## src/rtl/dma_tmo_pkg.sv

```systemverilog
package dma_tmo_pkg;
  localparam int TMO_CNT_W = 5;
  localparam int FLAG_PP   = 0;
  localparam int FLAG_TMO  = 1;
  localparam int NUM_FLAGS = 2;
  localparam int VAL_LSB   = NUM_FLAGS;

  typedef enum logic [0:0] {
    WDOG_IDLE  = 1'b0,
    WDOG_ARMED = 1'b1
  } wdog_state_e;
endpackage

```

## src/rtl/tmo_cfg_reg.sv

```systemverilog
module tmo_cfg_reg #(
  parameter int CNT_W = 5
) (
  input  logic             clk,
  input  logic             rst_n,
  input  logic             wr_i,
  input  logic             ten_wr_i,
  input  logic [CNT_W-1:0] tval_wr_i,
  output logic             ten_o,
  output logic [CNT_W-1:0] tval_o
);
  always_ff @(posedge clk) begin
    if (!rst_n) begin
      ten_o  <= 1'b0;
      tval_o <= '0;
    end else if (wr_i) begin
      ten_o  <= ten_wr_i;
      tval_o <= tval_wr_i;
    end
  end


  cfg_hold_chk: assert property (@(posedge clk) disable iff (!rst_n)
    !wr_i |=> ($stable(ten_o) && $stable(tval_o)));
endmodule

```

## src/rtl/sticky_flag.sv

```systemverilog
module sticky_flag (
  input  logic clk,
  input  logic rst_n,
  input  logic set_i,
  input  logic clr_i,
  output logic q_o
);
  always_ff @(posedge clk) begin
    if (!rst_n)     q_o <= 1'b0;
    else if (set_i) q_o <= 1'b1;
    else if (clr_i) q_o <= 1'b0;
  end


  set_wins_chk: assert property (@(posedge clk) disable iff (!rst_n)
    set_i |=> q_o);

  w1c_clear_chk: assert property (@(posedge clk) disable iff (!rst_n)
    (clr_i && !set_i) |=> !q_o);

  hold_chk: assert property (@(posedge clk) disable iff (!rst_n)
    (!clr_i && !set_i) |=> $stable(q_o));
endmodule

```

## src/rtl/tmo_watchdog.sv

```systemverilog
module tmo_watchdog
  import dma_tmo_pkg::*;
#(
  parameter int CNT_W = 5
) (
  input  logic             clk,
  input  logic             rst_n,
  input  logic             ten_i,
  input  logic [CNT_W-1:0] tval_i,
  input  logic             chan_en_i,
  input  logic             byte_xfer_i,
  input  logic             sof_tick_i,
  output logic             fire_o,
  output logic             halt_o
);
  wdog_state_e      state_q;
  logic [CNT_W-1:0] cnt_q;
  logic             live;
  logic             armed;

  assign live   = ten_i & chan_en_i;
  assign armed  = (state_q == WDOG_ARMED);
  assign fire_o = armed & live & ~byte_xfer_i & (cnt_q == '0);

  always_ff @(posedge clk) begin
    if (!rst_n) begin
      state_q <= WDOG_IDLE;
      cnt_q   <= '0;
      halt_o  <= 1'b0;
    end else begin
      halt_o <= fire_o;
      if (!live || fire_o)  state_q <= WDOG_IDLE;
      else if (byte_xfer_i) state_q <= WDOG_ARMED;
      if (byte_xfer_i)
        cnt_q <= tval_i;
      else if (armed && live && sof_tick_i && (cnt_q != '0))
        cnt_q <= cnt_q - 1'b1;
    end
  end


  disarm_chk: assert property (@(posedge clk) disable iff (!rst_n)
    !chan_en_i |=> (state_q == WDOG_IDLE));

  reload_chk: assert property (@(posedge clk) disable iff (!rst_n)
    byte_xfer_i |=> (cnt_q == $past(tval_i)));

  halt_once_chk: assert property (@(posedge clk) disable iff (!rst_n)
    halt_o |=> !halt_o);

  rearm_chk: assert property (@(posedge clk) disable iff (!rst_n)
    halt_o |-> (state_q == WDOG_IDLE));
endmodule

```

## src/rtl/dma_tmo_csr.sv

```systemverilog
module dma_tmo_csr
  import dma_tmo_pkg::*;
#(
  parameter int CNT_W = TMO_CNT_W
) (
  input  logic                   clk,
  input  logic                   rst_n,
  input  logic                   reg_wr,
  input  logic [CNT_W+VAL_LSB:0] reg_wdata,
  output logic [CNT_W+VAL_LSB:0] reg_rdata,
  input  logic                   chan_en,
  input  logic                   byte_xfer,
  input  logic                   pkt_partial,
  input  logic                   sof_tick,
  output logic                   halt_pulse
);
  localparam int VAL_MSB = VAL_LSB + CNT_W - 1;
  localparam int TEN_BIT = VAL_MSB + 1;

  logic             ten;
  logic [CNT_W-1:0] tval;
  logic             fire;
  logic [NUM_FLAGS-1:0] flag_set;
  logic [NUM_FLAGS-1:0] flag_q;

  tmo_cfg_reg #(.CNT_W(CNT_W)) i_cfg (
    .clk       (clk),
    .rst_n     (rst_n),
    .wr_i      (reg_wr),
    .ten_wr_i  (reg_wdata[TEN_BIT]),
    .tval_wr_i (reg_wdata[VAL_MSB:VAL_LSB]),
    .ten_o     (ten),
    .tval_o    (tval)
  );

  tmo_watchdog #(.CNT_W(CNT_W)) i_wdog (
    .clk         (clk),
    .rst_n       (rst_n),
    .ten_i       (ten),
    .tval_i      (tval),
    .chan_en_i   (chan_en),
    .byte_xfer_i (byte_xfer),
    .sof_tick_i  (sof_tick),
    .fire_o      (fire),
    .halt_o      (halt_pulse)
  );

  always_comb begin
    flag_set           = '0;
    flag_set[FLAG_PP]  = pkt_partial;
    flag_set[FLAG_TMO] = fire;
  end

  for (genvar g = 0; g < NUM_FLAGS; g++) begin : g_flag
    sticky_flag i_flag (
      .clk   (clk),
      .rst_n (rst_n),
      .set_i (flag_set[g]),
      .clr_i (reg_wr & reg_wdata[g]),
      .q_o   (flag_q[g])
    );
  end

  assign reg_rdata = {ten, tval, flag_q};


  halt_flag_chk: assert property (@(posedge clk) disable iff (!rst_n)
    halt_pulse |-> (reg_rdata[FLAG_TMO] && !$past(reg_rdata[FLAG_TMO])));

  pp_set_chk: assert property (@(posedge clk) disable iff (!rst_n)
    pkt_partial |=> reg_rdata[FLAG_PP]);
endmodule

```

## config.mk

```make
export PLATFORM = sky130hd
export DESIGN_NAME = dma_tmo_csr
export DESIGN_NICKNAME = d
export VERILOG_FILES = /design/src/rtl/dma_tmo_pkg.sv /design/src/rtl/tmo_cfg_reg.sv /design/src/rtl/sticky_flag.sv /design/src/rtl/tmo_watchdog.sv /design/src/rtl/dma_tmo_csr.sv
export SDC_FILE = /design/constraint.sdc
export NUM_CORES = 1
export LEC_CHECK = 0
export BUFFER_PORTS_ARGS = -buffer_cell sky130_fd_sc_hd__buf_2
export CORE_MARGIN = 3
export CORE_UTILIZATION = 45
export CTS_BUF_LIST = sky130_fd_sc_hd__clkbuf_4
export CTS_CLUSTER_SIZE = 20
export DETAILED_ROUTE_END_ITERATION = 16
export PLACE_DENSITY_LB_ADDON = 0.2
export SYNTH_ARGS = -nofsm -noshare
export SYNTH_HDL_FRONTEND = slang
export SYNTH_SLANG_ARGS = --single-unit
export TNS_END_PERCENT = 10
```

## constraint.sdc

```tcl
create_clock -name clk -period 1.8 [get_ports clk]
set_clock_uncertainty 0.2 [all_clocks]
set_input_delay 0.36 -clock clk [delete_from_list [all_inputs] [get_ports clk]]
set_output_delay 0.36 -clock clk [all_outputs]
set_load 0.05 [all_outputs]
```

==> qor.yml <==
synthesis:
  netlist_area_um2: 718
  synth_fp_nets: 88
  synth_top_cell_area_share_pct: 41.8
  yosys.area.top_type: "dfxtp_1"
  yosysSeqAreaShare_pct: 41.8
  async_flop_share_pct: 0
  ys_types: 30
  synth.ff_latch_count: 15
  synth-main-ff-cell: "dfxtp_1"
  synth.top_cells.by_area: "dfxtp_1 (42%), mux2i_1 (8.4%), nor2b_1 (6.1%), nor4b_4 (3.3%), buf_4 (3.1%)"
  synth_area_per_cell_um2: 9.97
  synth-edff-count: 0
  yosys_warnings: 0
  synthCells: 72
placed_design:
  dp.cells: 106
  port-buffer-count: 23
  post-place-ws_ns: 0.0370
  dp_hpwl_mm: 1.06
  place_congestion: 0.741
setup_path:
  end_kind: "flop"
  endpoint: "i_wdog.cnt_q[0]"
  worstPathRequired_ns: 1.78
  timing.critical_path.from: "i_wdog.cnt_q[1]"
  critPathArrivalTime_ns: 1.70
  worstPathMaxFanout: 6
  ff2ff_path_depth: 5
  cp_cell_sequence: "inv_2 > ha_4 > or4b_4 > a211oi_1 > nor3_2"
  r2r_end: "i_wdog.cnt_q[0]"
  r2r_setup_slack_ns: 0.08
  cpPeakStageDelay_ns: 0.51
  start_kind: "flop"
  criticalPathCategory: "flop to flop"
  r2r-start: "i_wdog.cnt_q[1]"
  critical_path.slowest_cell: "or4b_4"
sta:
  fmax_ghz: 0.580
  finalCritPeriodShare_pct: 95.7
  finalHoldViolCount: 0
  period_minus_slack_ns: 1.72
  setup_violations: 0
  worst_slew_pin_slew_ns: 0.289
  slew_headroom_pct: 80.4
  layout_setup_ws_ns: 0.0769
  slew_violations: 0
  grt_setup_unrepaired: "yes"
  setup_tns_ns: 0
clock_tree:
  cts_root_buf: "clkbuf_4"
  h-tree-depth: 1
  cts.clk_slew.worst_paths_ns: 0.10
  cts_sinks: 15
  clock_latency_ns: 0.28
  cts_max_path_buffers: 2
  cts_tree: "done"
  numCtsBuffers: 3
  cts_hold_buf: 0
worst_hold_path:
  hp-class: "primary input to flop"
detailed_routing:
  vias_per_cell: 5.49
  routed_wl_mm: 1.43
  route.detailed.drc: 0
  drtAntennaViolNets: 0
  firstDrtPassIters: 3
  drtIter0Drc: 5
  wire_per_inst_um: 13.0
  dr_total_vias: 604
finish:
  drive_gt1_share_pct: 38.9
  layout.nets: 112
  area_growth_syn_to_layout_pct: 21.6
  antenna_cells: 0
  finalNonFillerCells: 110
die:
  die_h_um: 46.0
  num_io_pins: 24
  core_area_um2: 1400
  dieWidth_um: 46.0
  dieArea_um2: 2110
  initial_core_util_pct: 51.3
  rows: 13
power_and_ir_drop:
  leakagePower_nw: 0.379
  peakVddDrop_mv: 0.571
  p_per_area_nw_per_um2: 785
global_routing:
  grt_pass1_wl_mm: 2.45
  track_usage_pct: 16.3
  gr-max-usage-layer: "met2"
  grt_pass1_vias: 571
  grtUsageMet1_pct: 20.0
  gr-usage-met3_pct: 3.56
  antenna_found_initial: 0
  grt_overflow: 0
  grt_max_degree: 17
  met2_usage_pct: 25.5
outcome:
  outcome: "finished clean"
job:
  cap_violations: 0
layout make-up:
type / count / area, um2
Fill cell: 125 / 526
Multi-Input combinational cell: 49 / 389
Sequential cell: 15 / 302
Timing Repair Buffer: 24 / 123
Clock buffer: 3 / 22.5
Tap cell: 15 / 18.8
Inverter: 3 / 11.3
Clock inverter: 1 / 7.51
critical path: cells and delay by family, from the launching register on:
family	cells	cell delay (ns)
buf+inv	1	0.07
compound gates	1	0.30
flops	1	0.34
fa+ha+maj	1	0.13
simple gates	2	0.59
flip-flops by register name, summed over array words and instances, names as in the netlist:
| signal | flops |
|---|---|
| i_cfg.tval_o | 5 |
| i_cfg.ten_o | 1 |
| i_wdog.halt_o | 1 |
| i_wdog.armed | 1 |
| i_wdog.cnt_q | 5 |
| g_flag.i_flag.q_o | 2 |
worst min path at each step:
stage                           endpoint  depth (start not counted)  slack, ns                  from
finish              g_flag[0].i_flag.q_o                          3       0.11           pkt_partial
global route             i_cfg.tval_o[1]                          3       0.13          reg_wdata[3]
CTS                 g_flag[0].i_flag.q_o                          3       0.11           pkt_partial
detailed placement       i_wdog.cnt_q[4]                          2       0.26       i_cfg.tval_o[4]
global placement         i_wdog.cnt_q[4]                          2       0.26       i_cfg.tval_o[4]
floorplan           g_flag[0].i_flag.q_o                          2       0.27  g_flag[0].i_flag.q_o
timing repair:
action | in CTS | in global routing
buffers inserted | 0 | 0
gates resized for setup | 0 | 5
endpoints found under the setup margin | 0 | 5
per-stage QoR:
| stage | power (mW) | utilization (%) | hold WS [ns] | area (um2) |
|---|---|---|---|---|
| floorplan | 0.457 | - | 0.274 | 718 |
| global placement | 0.491 | 59.3 | 0.256 | 830 |
| detailed placement | 0.494 | 59.3 | 0.259 | 830 |
| CTS | 0.690 | 61.4 | 0.107 | 860 |
| global route | 0.732 | 62.4 | 0.126 | 873 |
| finish | 0.686 | 62.4 | 0.108 | 873 |
synthesized netlist by cell type, drive strengths merged (2+ instances only):
cell    instances
nor3b           3
a21oi           3
inv             3
clkbuf          2
buf             3
nand2           4
mux2i           6
and4            2
a211oi          2
nor2b           7
o21ai           4
dfxtp          15
a21boi          2
layer usage:
metal  vias to the layer above  routed length (um)
met1                       280                 650
met4                         0                  19
met5                         -                   0
li1                        309                   -
met3                         2                  69
met2                        13                 693
cells by family after synthesis:
group | Yosys count | synth area share (%)
buffers and inverters | 8 | 5.75
AOI/OAI and AO/OA | 16 | 15.2
and+or+nand+nor | 26 | 27.2
adders and majority gates | 1 | 1.74
DFF | 15 | 41.8
muxes | 6 | 8.36
power breakdown:
group / leakage (nW) / internal, mW / switching, mW / total, mW
sequential: 0.124 / 0.348 / 0.0125 / 0.360
combinational: 0.242 / 0.0501 / 0.0802 / 0.130
clock: 0.0139 / 0.0842 / 0.111 / 0.195
cells in the final DEF, fill, tap and decap left out, drive strengths merged, types with 2 or more instances in the layout:
cell type and instances:
o21ai 4, nor3b 3, buf 24, dfxtp 15, mux2i 6, and4 2
clkbuf 3, nor2b 7, nand2 4, a21oi 3, a21boi 2, a211oi 2
inv 3
Power figures use the tool's default switching activity.
